### config.mk
export PLATFORM = sky130hd
export DESIGN_NAME = i2s_tx_master
export DESIGN_NICKNAME = d
export VERILOG_FILES = /design/src/rtl/i2s_tx_pkg.sv /design/src/rtl/i2s_sck_gen.sv /design/src/rtl/i2s_sample_stager.sv /design/src/rtl/i2s_serializer.sv /design/src/rtl/i2s_tx_master.sv
export SDC_FILE = /design/constraint.sdc
export NUM_CORES = 1
export LEC_CHECK = 0
export BUFFER_PORTS_ARGS = -buffer_cell sky130_fd_sc_hd__buf_2
export CORE_MARGIN = 3
export CORE_UTILIZATION = 35
export DETAILED_ROUTE_END_ITERATION = 7
export PLACE_DENSITY_LB_ADDON = 0.12
export SLEW_MARGIN = 20
export SYNTH_ARGS = -nofsm -noshare
export SYNTH_HDL_FRONTEND = slang
export SYNTH_HIERARCHICAL = 1
export SYNTH_SLANG_ARGS = --single-unit
### constraint.sdc
create_clock -name clk -period 9.2 [get_ports clk]
set_input_delay 1.84 -clock clk [delete_from_list [all_inputs] [get_ports clk]]
set_output_delay 1.84 -clock clk [all_outputs]
set_load 0.005 [all_outputs]
### src/rtl/i2s_tx_pkg.sv
package i2s_tx_pkg;
  typedef enum logic [1:0] {
    FMT_16_16 = 2'd0,
    FMT_16_32 = 2'd1,
    FMT_24_32 = 2'd2,
    FMT_32_32 = 2'd3
  } fmt_e;
endpackage

### src/rtl/i2s_sck_gen.sv
module i2s_sck_gen #(
  parameter int DIV_W = 8
) (
  input  logic             clk,
  input  logic             rst_n,
  input  logic             run,
  input  logic [DIV_W-1:0] half_div,
  output logic             sck,
  output logic             fall
);
  logic [DIV_W-1:0] cnt_q, cnt_d;
  logic             sck_q, sck_d;
  logic [DIV_W-1:0] hd_eff;
  logic             last;

  assign hd_eff = (half_div == '0) ? DIV_W'(1) : half_div;
  assign last   = (cnt_q == hd_eff - DIV_W'(1));

  always_comb begin
    cnt_d = cnt_q;
    sck_d = sck_q;
    if (!run) begin
      cnt_d = '0;
      sck_d = 1'b0;
    end else if (last) begin
      cnt_d = '0;
      sck_d = ~sck_q;
    end else begin
      cnt_d = cnt_q + DIV_W'(1);
    end
  end

  always_ff @(posedge clk or negedge rst_n) begin
    if (!rst_n) begin
      cnt_q <= '0;
      sck_q <= 1'b0;
    end else begin
      cnt_q <= cnt_d;
      sck_q <= sck_d;
    end
  end

  assign sck  = sck_q;
  assign fall = run && last && sck_q;
endmodule

### src/rtl/i2s_sample_stager.sv
module i2s_sample_stager
  import i2s_tx_pkg::*;
#(
  parameter int HW = 16
) (
  input  logic            clk,
  input  logic            rst_n,
  input  fmt_e            fmt,
  input  logic            wr_en,
  input  logic [HW-1:0]   wr_data,
  input  logic            load,
  input  logic            underrun_clr,
  output logic [2*HW-1:0] word,
  output logic            full,
  output logic            next_right,
  output logic            underrun
);
  localparam int SLOT_W = 2 * HW;
  localparam int PAD    = HW / 2;

  logic [SLOT_W-1:0] stage_q, stage_d;
  logic              full_q, full_d;
  logic              half_q, half_d;
  logic              right_q, right_d;
  logic              unr_q, unr_d;

  always_comb begin
    stage_d = stage_q;
    full_d  = full_q;
    half_d  = half_q;
    right_d = right_q;
    unr_d   = unr_q;
    if (underrun_clr) unr_d = 1'b0;
    if (load) begin
      right_d = ~right_q;
      if (full_q) begin
        full_d = 1'b0;
      end else begin
        unr_d  = 1'b1;
        half_d = 1'b0;
      end
    end else if (wr_en && !full_q) begin
      if (fmt == FMT_16_16 || fmt == FMT_16_32) begin
        stage_d = {wr_data, {HW{1'b0}}};
        full_d  = 1'b1;
      end else if (!half_q) begin
        stage_d[SLOT_W-1:HW] = wr_data;
        half_d               = 1'b1;
      end else begin
        if (fmt == FMT_24_32) stage_d[HW-1:0] = {wr_data[HW-1:PAD], {PAD{1'b0}}};
        else                  stage_d[HW-1:0] = wr_data;
        full_d = 1'b1;
        half_d = 1'b0;
      end
    end
  end

  always_ff @(posedge clk or negedge rst_n) begin
    if (!rst_n) begin
      stage_q <= '0;
      full_q  <= 1'b0;
      half_q  <= 1'b0;
      right_q <= 1'b0;
      unr_q   <= 1'b0;
    end else begin
      stage_q <= stage_d;
      full_q  <= full_d;
      half_q  <= half_d;
      right_q <= right_d;
      unr_q   <= unr_d;
    end
  end

  assign word       = full_q ? stage_q : '0;
  assign full       = full_q;
  assign next_right = right_q;
  assign underrun   = unr_q;
endmodule

### src/rtl/i2s_serializer.sv
module i2s_serializer
  import i2s_tx_pkg::*;
#(
  parameter int SLOT_W = 32
) (
  input  logic              clk,
  input  logic              rst_n,
  input  logic              enable,
  input  fmt_e              fmt,
  input  logic              fall,
  input  logic [SLOT_W-1:0] word,
  input  logic              next_right,
  output logic              busy,
  output logic              load,
  output logic              ws,
  output logic              sd
);
  localparam int HALF  = SLOT_W / 2;
  localparam int IDX_W = $clog2(SLOT_W);

  logic              run_q, run_d;
  logic [IDX_W-1:0]  idx_q, idx_d;
  logic              ws_q, ws_d;
  logic              sd_q, sd_d;
  logic [SLOT_W-1:0] sh_q, sh_d;
  logic [IDX_W-1:0]  slot_last;
  logic [IDX_W-1:0]  idx_inc;

  assign slot_last = (fmt == FMT_16_16) ? IDX_W'(HALF - 1) : IDX_W'(SLOT_W - 1);
  assign idx_inc   = idx_q + IDX_W'(1);

  always_comb begin
    run_d = run_q;
    idx_d = idx_q;
    ws_d  = ws_q;
    sd_d  = sd_q;
    sh_d  = sh_q;
    load  = 1'b0;
    if (!run_q) begin
      if (enable) begin
        run_d = 1'b1;
        idx_d = slot_last;
        ws_d  = 1'b0;
        sd_d  = 1'b0;
      end
    end else if (fall) begin
      if (idx_q == slot_last) begin
        if (!next_right && !enable) begin
          run_d = 1'b0;
          sd_d  = 1'b0;
        end else begin
          load  = 1'b1;
          idx_d = '0;
          sd_d  = word[SLOT_W-1];
          sh_d  = {word[SLOT_W-2:0], 1'b0};
        end
      end else begin
        idx_d = idx_inc;
        sd_d  = sh_q[SLOT_W-1];
        sh_d  = {sh_q[SLOT_W-2:0], 1'b0};
        if (idx_inc == slot_last) ws_d = ~ws_q;
      end
    end
  end

  always_ff @(posedge clk or negedge rst_n) begin
    if (!rst_n) begin
      run_q <= 1'b0;
      idx_q <= '0;
      ws_q  <= 1'b0;
      sd_q  <= 1'b0;
      sh_q  <= '0;
    end else begin
      run_q <= run_d;
      idx_q <= idx_d;
      ws_q  <= ws_d;
      sd_q  <= sd_d;
      sh_q  <= sh_d;
    end
  end

  assign busy = run_q;
  assign ws   = ws_q;
  assign sd   = sd_q;
endmodule

### src/rtl/i2s_tx_master.sv
module i2s_tx_master
  import i2s_tx_pkg::*;
#(
  parameter int HW    = 16,
  parameter int DIV_W = 8
) (
  input  logic             clk,
  input  logic             rst_n,
  input  logic             enable,
  input  logic [DIV_W-1:0] half_div,
  input  logic [1:0]       fmt,
  input  logic             wr_en,
  input  logic [HW-1:0]    wr_data,
  input  logic             underrun_clr,
  output logic             tx_empty,
  output logic             ch_right,
  output logic             underrun,
  output logic             busy,
  output logic             sck,
  output logic             ws,
  output logic             sd
);
  localparam int SLOT_W = 2 * HW;

  logic [1:0]        rst_sync_q;
  logic              rst_core_n;
  logic [DIV_W-1:0]  div_q;
  fmt_e              fmt_q;
  logic              busy_w;
  logic              fall_w;
  logic              load_w;
  logic              full_w;
  logic              right_w;
  logic [SLOT_W-1:0] word_w;

  always_ff @(posedge clk or negedge rst_n) begin
    if (!rst_n) rst_sync_q <= 2'b00;
    else        rst_sync_q <= {rst_sync_q[0], 1'b1};
  end
  assign rst_core_n = rst_sync_q[1];

  always_ff @(posedge clk or negedge rst_core_n) begin
    if (!rst_core_n) begin
      div_q <= DIV_W'(1);
      fmt_q <= FMT_16_16;
    end else if (!busy_w) begin
      div_q <= half_div;
      fmt_q <= fmt_e'(fmt);
    end
  end

  i2s_sck_gen #(.DIV_W(DIV_W)) u_sck (
    .clk      (clk),
    .rst_n    (rst_core_n),
    .run      (busy_w),
    .half_div (div_q),
    .sck      (sck),
    .fall     (fall_w)
  );

  i2s_sample_stager #(.HW(HW)) u_stage (
    .clk          (clk),
    .rst_n        (rst_core_n),
    .fmt          (fmt_q),
    .wr_en        (wr_en),
    .wr_data      (wr_data),
    .load         (load_w),
    .underrun_clr (underrun_clr),
    .word         (word_w),
    .full         (full_w),
    .next_right   (right_w),
    .underrun     (underrun)
  );

  i2s_serializer #(.SLOT_W(SLOT_W)) u_ser (
    .clk        (clk),
    .rst_n      (rst_core_n),
    .enable     (enable),
    .fmt        (fmt_q),
    .fall       (fall_w),
    .word       (word_w),
    .next_right (right_w),
    .busy       (busy_w),
    .load       (load_w),
    .ws         (ws),
    .sd         (sd)
  );

  assign busy     = busy_w;
  assign tx_empty = ~full_w;
  assign ch_right = right_w;
endmodule

==> results.sh <==
export IMPL_status="finished, final reports clean"
export IMPL_die_h_microns=128
export IMPL_layout_min_cycle_time_ns=4.44
export IMPL_diodes=0
export IMPL_drt_pass1_iter_count=4
export IMPL_port_buffers=37
export IMPL_die_area_sq_mm=0.0164
export IMPL_grt_use_total_pct=13.7
export IMPL_avgSynthCellArea_sq_um=13.3
export IMPL_cts_tree="built"
export IMPL_dp_slack_ns=4.79
export IMPL_criticalPathCategory="reg2reg"
export IMPL_dpl_hpwl_microns=6900
export IMPL_ant_nets=0
export IMPL_yosys_area_top_type="dfrtp_1"
export IMPL_setup_tns_ns=0
export IMPL_cts_sinks=96
export IMPL_drive_above_1_share_pct=41.2
export IMPL_cts_buffers=9
export IMPL_wl_microns=10600
export IMPL_fin_worst_skew_ns=0.0115
export IMPL_synth_commonest_cells="dfrtp_1 (95), mux2_4 (77), and2_1 (30), nor2_1 (18), mux2_2 (17)"
export IMPL_seq_area_frac_synth_pct=46.2
export IMPL_synth_net_count=427
export IMPL_grt_remaining_overflow=0
export IMPL_synth_cells=392
export IMPL_leakage_nw=2.77
export IMPL_slew_viol_final=0
export IMPL_yosysWarnings=6
export IMPL_n_fill_cell=1364
export IMPL_post_cts_buffers=0
export IMPL_grt_max_degree=52
export IMPL_rows=43
export IMPL_drc_errors=0
export IMPL_rsz0062_at_grt="false"
export IMPL_gp_congestion=0.782
export IMPL_synth_most_common_cell="dfrtp_1"
export IMPL_ir_drop_mv=0.0896
export IMPL_power_density_mw_per_mm2=256
export IMPL_die_w_microns=128
export IMPL_synthTopCellsByArea="dfrtp_1 (46%), mux2_4 (22%), mux2_2 (3.7%), and2_1 (3.6%), buf_6 (2.4%)"
export IMPL_initial_core_util_pct=36.6
export IMPL_path_clk_slew_ns=0.07
export IMPL_report_power_total_mw=1.49
export IMPL_routedWlPerCell_microns=17.4
export IMPL_nets=460
export IMPL_syn2layout_area_growth_pct=11.8
export IMPL_synth_top_area_share_pct=45.7
export IMPL_critPathLaunchType="flip-flop"
export IMPL_synth_area_sq_mm=0.00520
export IMPL_ys_seq_elements=96
export IMPL_io_pins=38
export IMPL_vias=3052
export IMPL_dpl_cell_count=594
export IMPL_arrival_ns=4.68
export IMPL_crit_path_max_fanout=16
export IMPL_finish_cell_count_without_fillers=610
export IMPL_finalWorstSetupSlack_ns=4.76
export IMPL_post_dp_cell_area_sq_mm=0.00549
export IMPL_setup_viol=0
export IMPL_hold_path_class="reg2async"
export IMPL_drv_cap=0
export IMPL_hold_buffers=0
export IMPL_coreArea_sq_mm=0.0142
export IMPL_ctsResizeCount=0
export IMPL_finalCritPeriodShare_pct=48.3
export IMPL_fin_area_sq_mm=0.00582
export IMPL_tightest_slew_ns=0.850
export IMPL_finalHoldViolCount=0
export IMPL_slew_headroom_pct=42.9
export IMPL_cts_buffer_depth=2
export IMPL_cp_required_ns=9.44
export IMPL_synth_cell_types=59
export IMPL_grt_pass1_wl_microns=17400
export IMPL_htree_levels=3
export IMPL_ys_flop_type="dfrtp_1"
export IMPL_antenna_found_initial=0
export IMPL_avgViaCountPerCell=5.00
export IMPL_clock_root_buffer="clkbuf_16"
export IMPL_clk_latency_ns=0.35
export IMPL_synth_edf_count=0
export IMPL_drtIter0Drc=146
export IMPL_worst_setup_path_end_kind="flip-flop"
export IMPL_fmax_ghz=0.225
export IMPL_synthArstFlopShare_pct=100
export IMPL_grt_pass1_vias=3218
==> power by group <==
part | leakage (nW) | internal, mW | switching (mW)
Combinational | 1.40 | 0.268 | 0.209
Sequential | 1.22 | 0.515 | 0.0867
Clock | 0.156 | 0.246 | 0.166
==> final cells by class <==
class | instances | area, sq um | share of cell area, %
Timing Repair Buffer | 41 | 215 | 3.70
Multi-Input combinational cell | 267 | 2610 | 44.8
Inverter | 10 | 37.5 | 0.645
Tap cell | 180 | 225 | 3.87
Sequential cell | 96 | 2410 | 41.4
Clock inverter | 5 | 81.3 | 1.40
Clock buffer | 11 | 243 | 4.17
==> worst max-delay path, cell delays in order (launching register included) <==
cell,delay [ns]
dfrtp_1,0.46
nor3_4,0.26
and4_1,0.25
nor2_1,0.05
ha_1,0.30
xnor2_1,0.12
a221oi_1,0.27
nand4_2,0.19
nor4_2,0.38
and3_1,0.29
nand2_1,0.18
nor3_1,0.74
nor3b_4,0.14
nand2_4,0.30
mux2_2,0.38
==> logic make-up (layout without fill, tap and decap cells) <==
group           after synthesis  after routing  share of synthesized area, %
xor+xnor                     16             16                          2.69
fa+ha+maj                     4              4                         0.962
other cells                   1              1                        0.0721
flops                        96             96                          46.2
buf+inv                      29             67                          3.70
compound gates               45             45                          7.63
simple gates                103            103                          12.1
mux                          98             98                          26.7
==> final timing paths <==
kind / from / end / slack (ns) / depth (start not counted)
worst max-delay path: div_q[4] / u_stage/stage_q[20] / 4.76 / 14
worst min register to register: rst_sync_q[1] / u_ser/sh_q[19] / 0.34 / 0
worst min-delay path: rst_sync_q[1] / u_ser/sh_q[19] / 0.34 / 0
min in group clk: rst_sync_q[0] / rst_sync_q[1] / 0.35 / 0
max in group asynchronous: rst_sync_q[1] / div_q[3] / 7.76 / 1
worst max register to register: div_q[4] / u_stage/stage_q[20] / 4.76 / 14
==> state kept, by name, summed over array words and instances, names as in the netlist, 2 cells and up <==
register / cells
u_stage/stage_q: 32
u_sck/cnt_q: 8
rst_sync_q: 2
u_ser/sh_q: 31
fmt_q: 2
div_q: 8
u_ser/idx_q: 5
==> routing by layer <==
layer / wire length [microns] / track usage (%)
met5: 0 / 0
met4: 149 / 4.68
met3: 365 / 3.25
met2: 4740 / 20.9
met1: 5360 / 19.2
==> cells in the final DEF (no fill, tap or decap), types with 4 or more instances in the layout <==
cell        n
buf_2      37
xnor2_1     8
mux2_2     17
ha_1        4
and3_1     12
nand2_1     7
o21ai_0     4
mux2i_1     4
and2_1     30
inv_1      10
nor2_1     18
mux2_4     77
nand3_1    11
xor2_1      8
dfrtp_1    94
a22o_2      8
clkbuf_16   9
buf_4       4
==> through the flow <==
step / hold slack, ns / utilization [%]
finish: 0.338 / 40.9
global placement: 0.339 / 38.7
floorplan: 0.331 / -
global route: 0.366 / 40.9
detailed placement: 0.342 / 38.7
CTS: 0.351 / 40.9
Note: power is estimated with default switching activity, not from simulation.
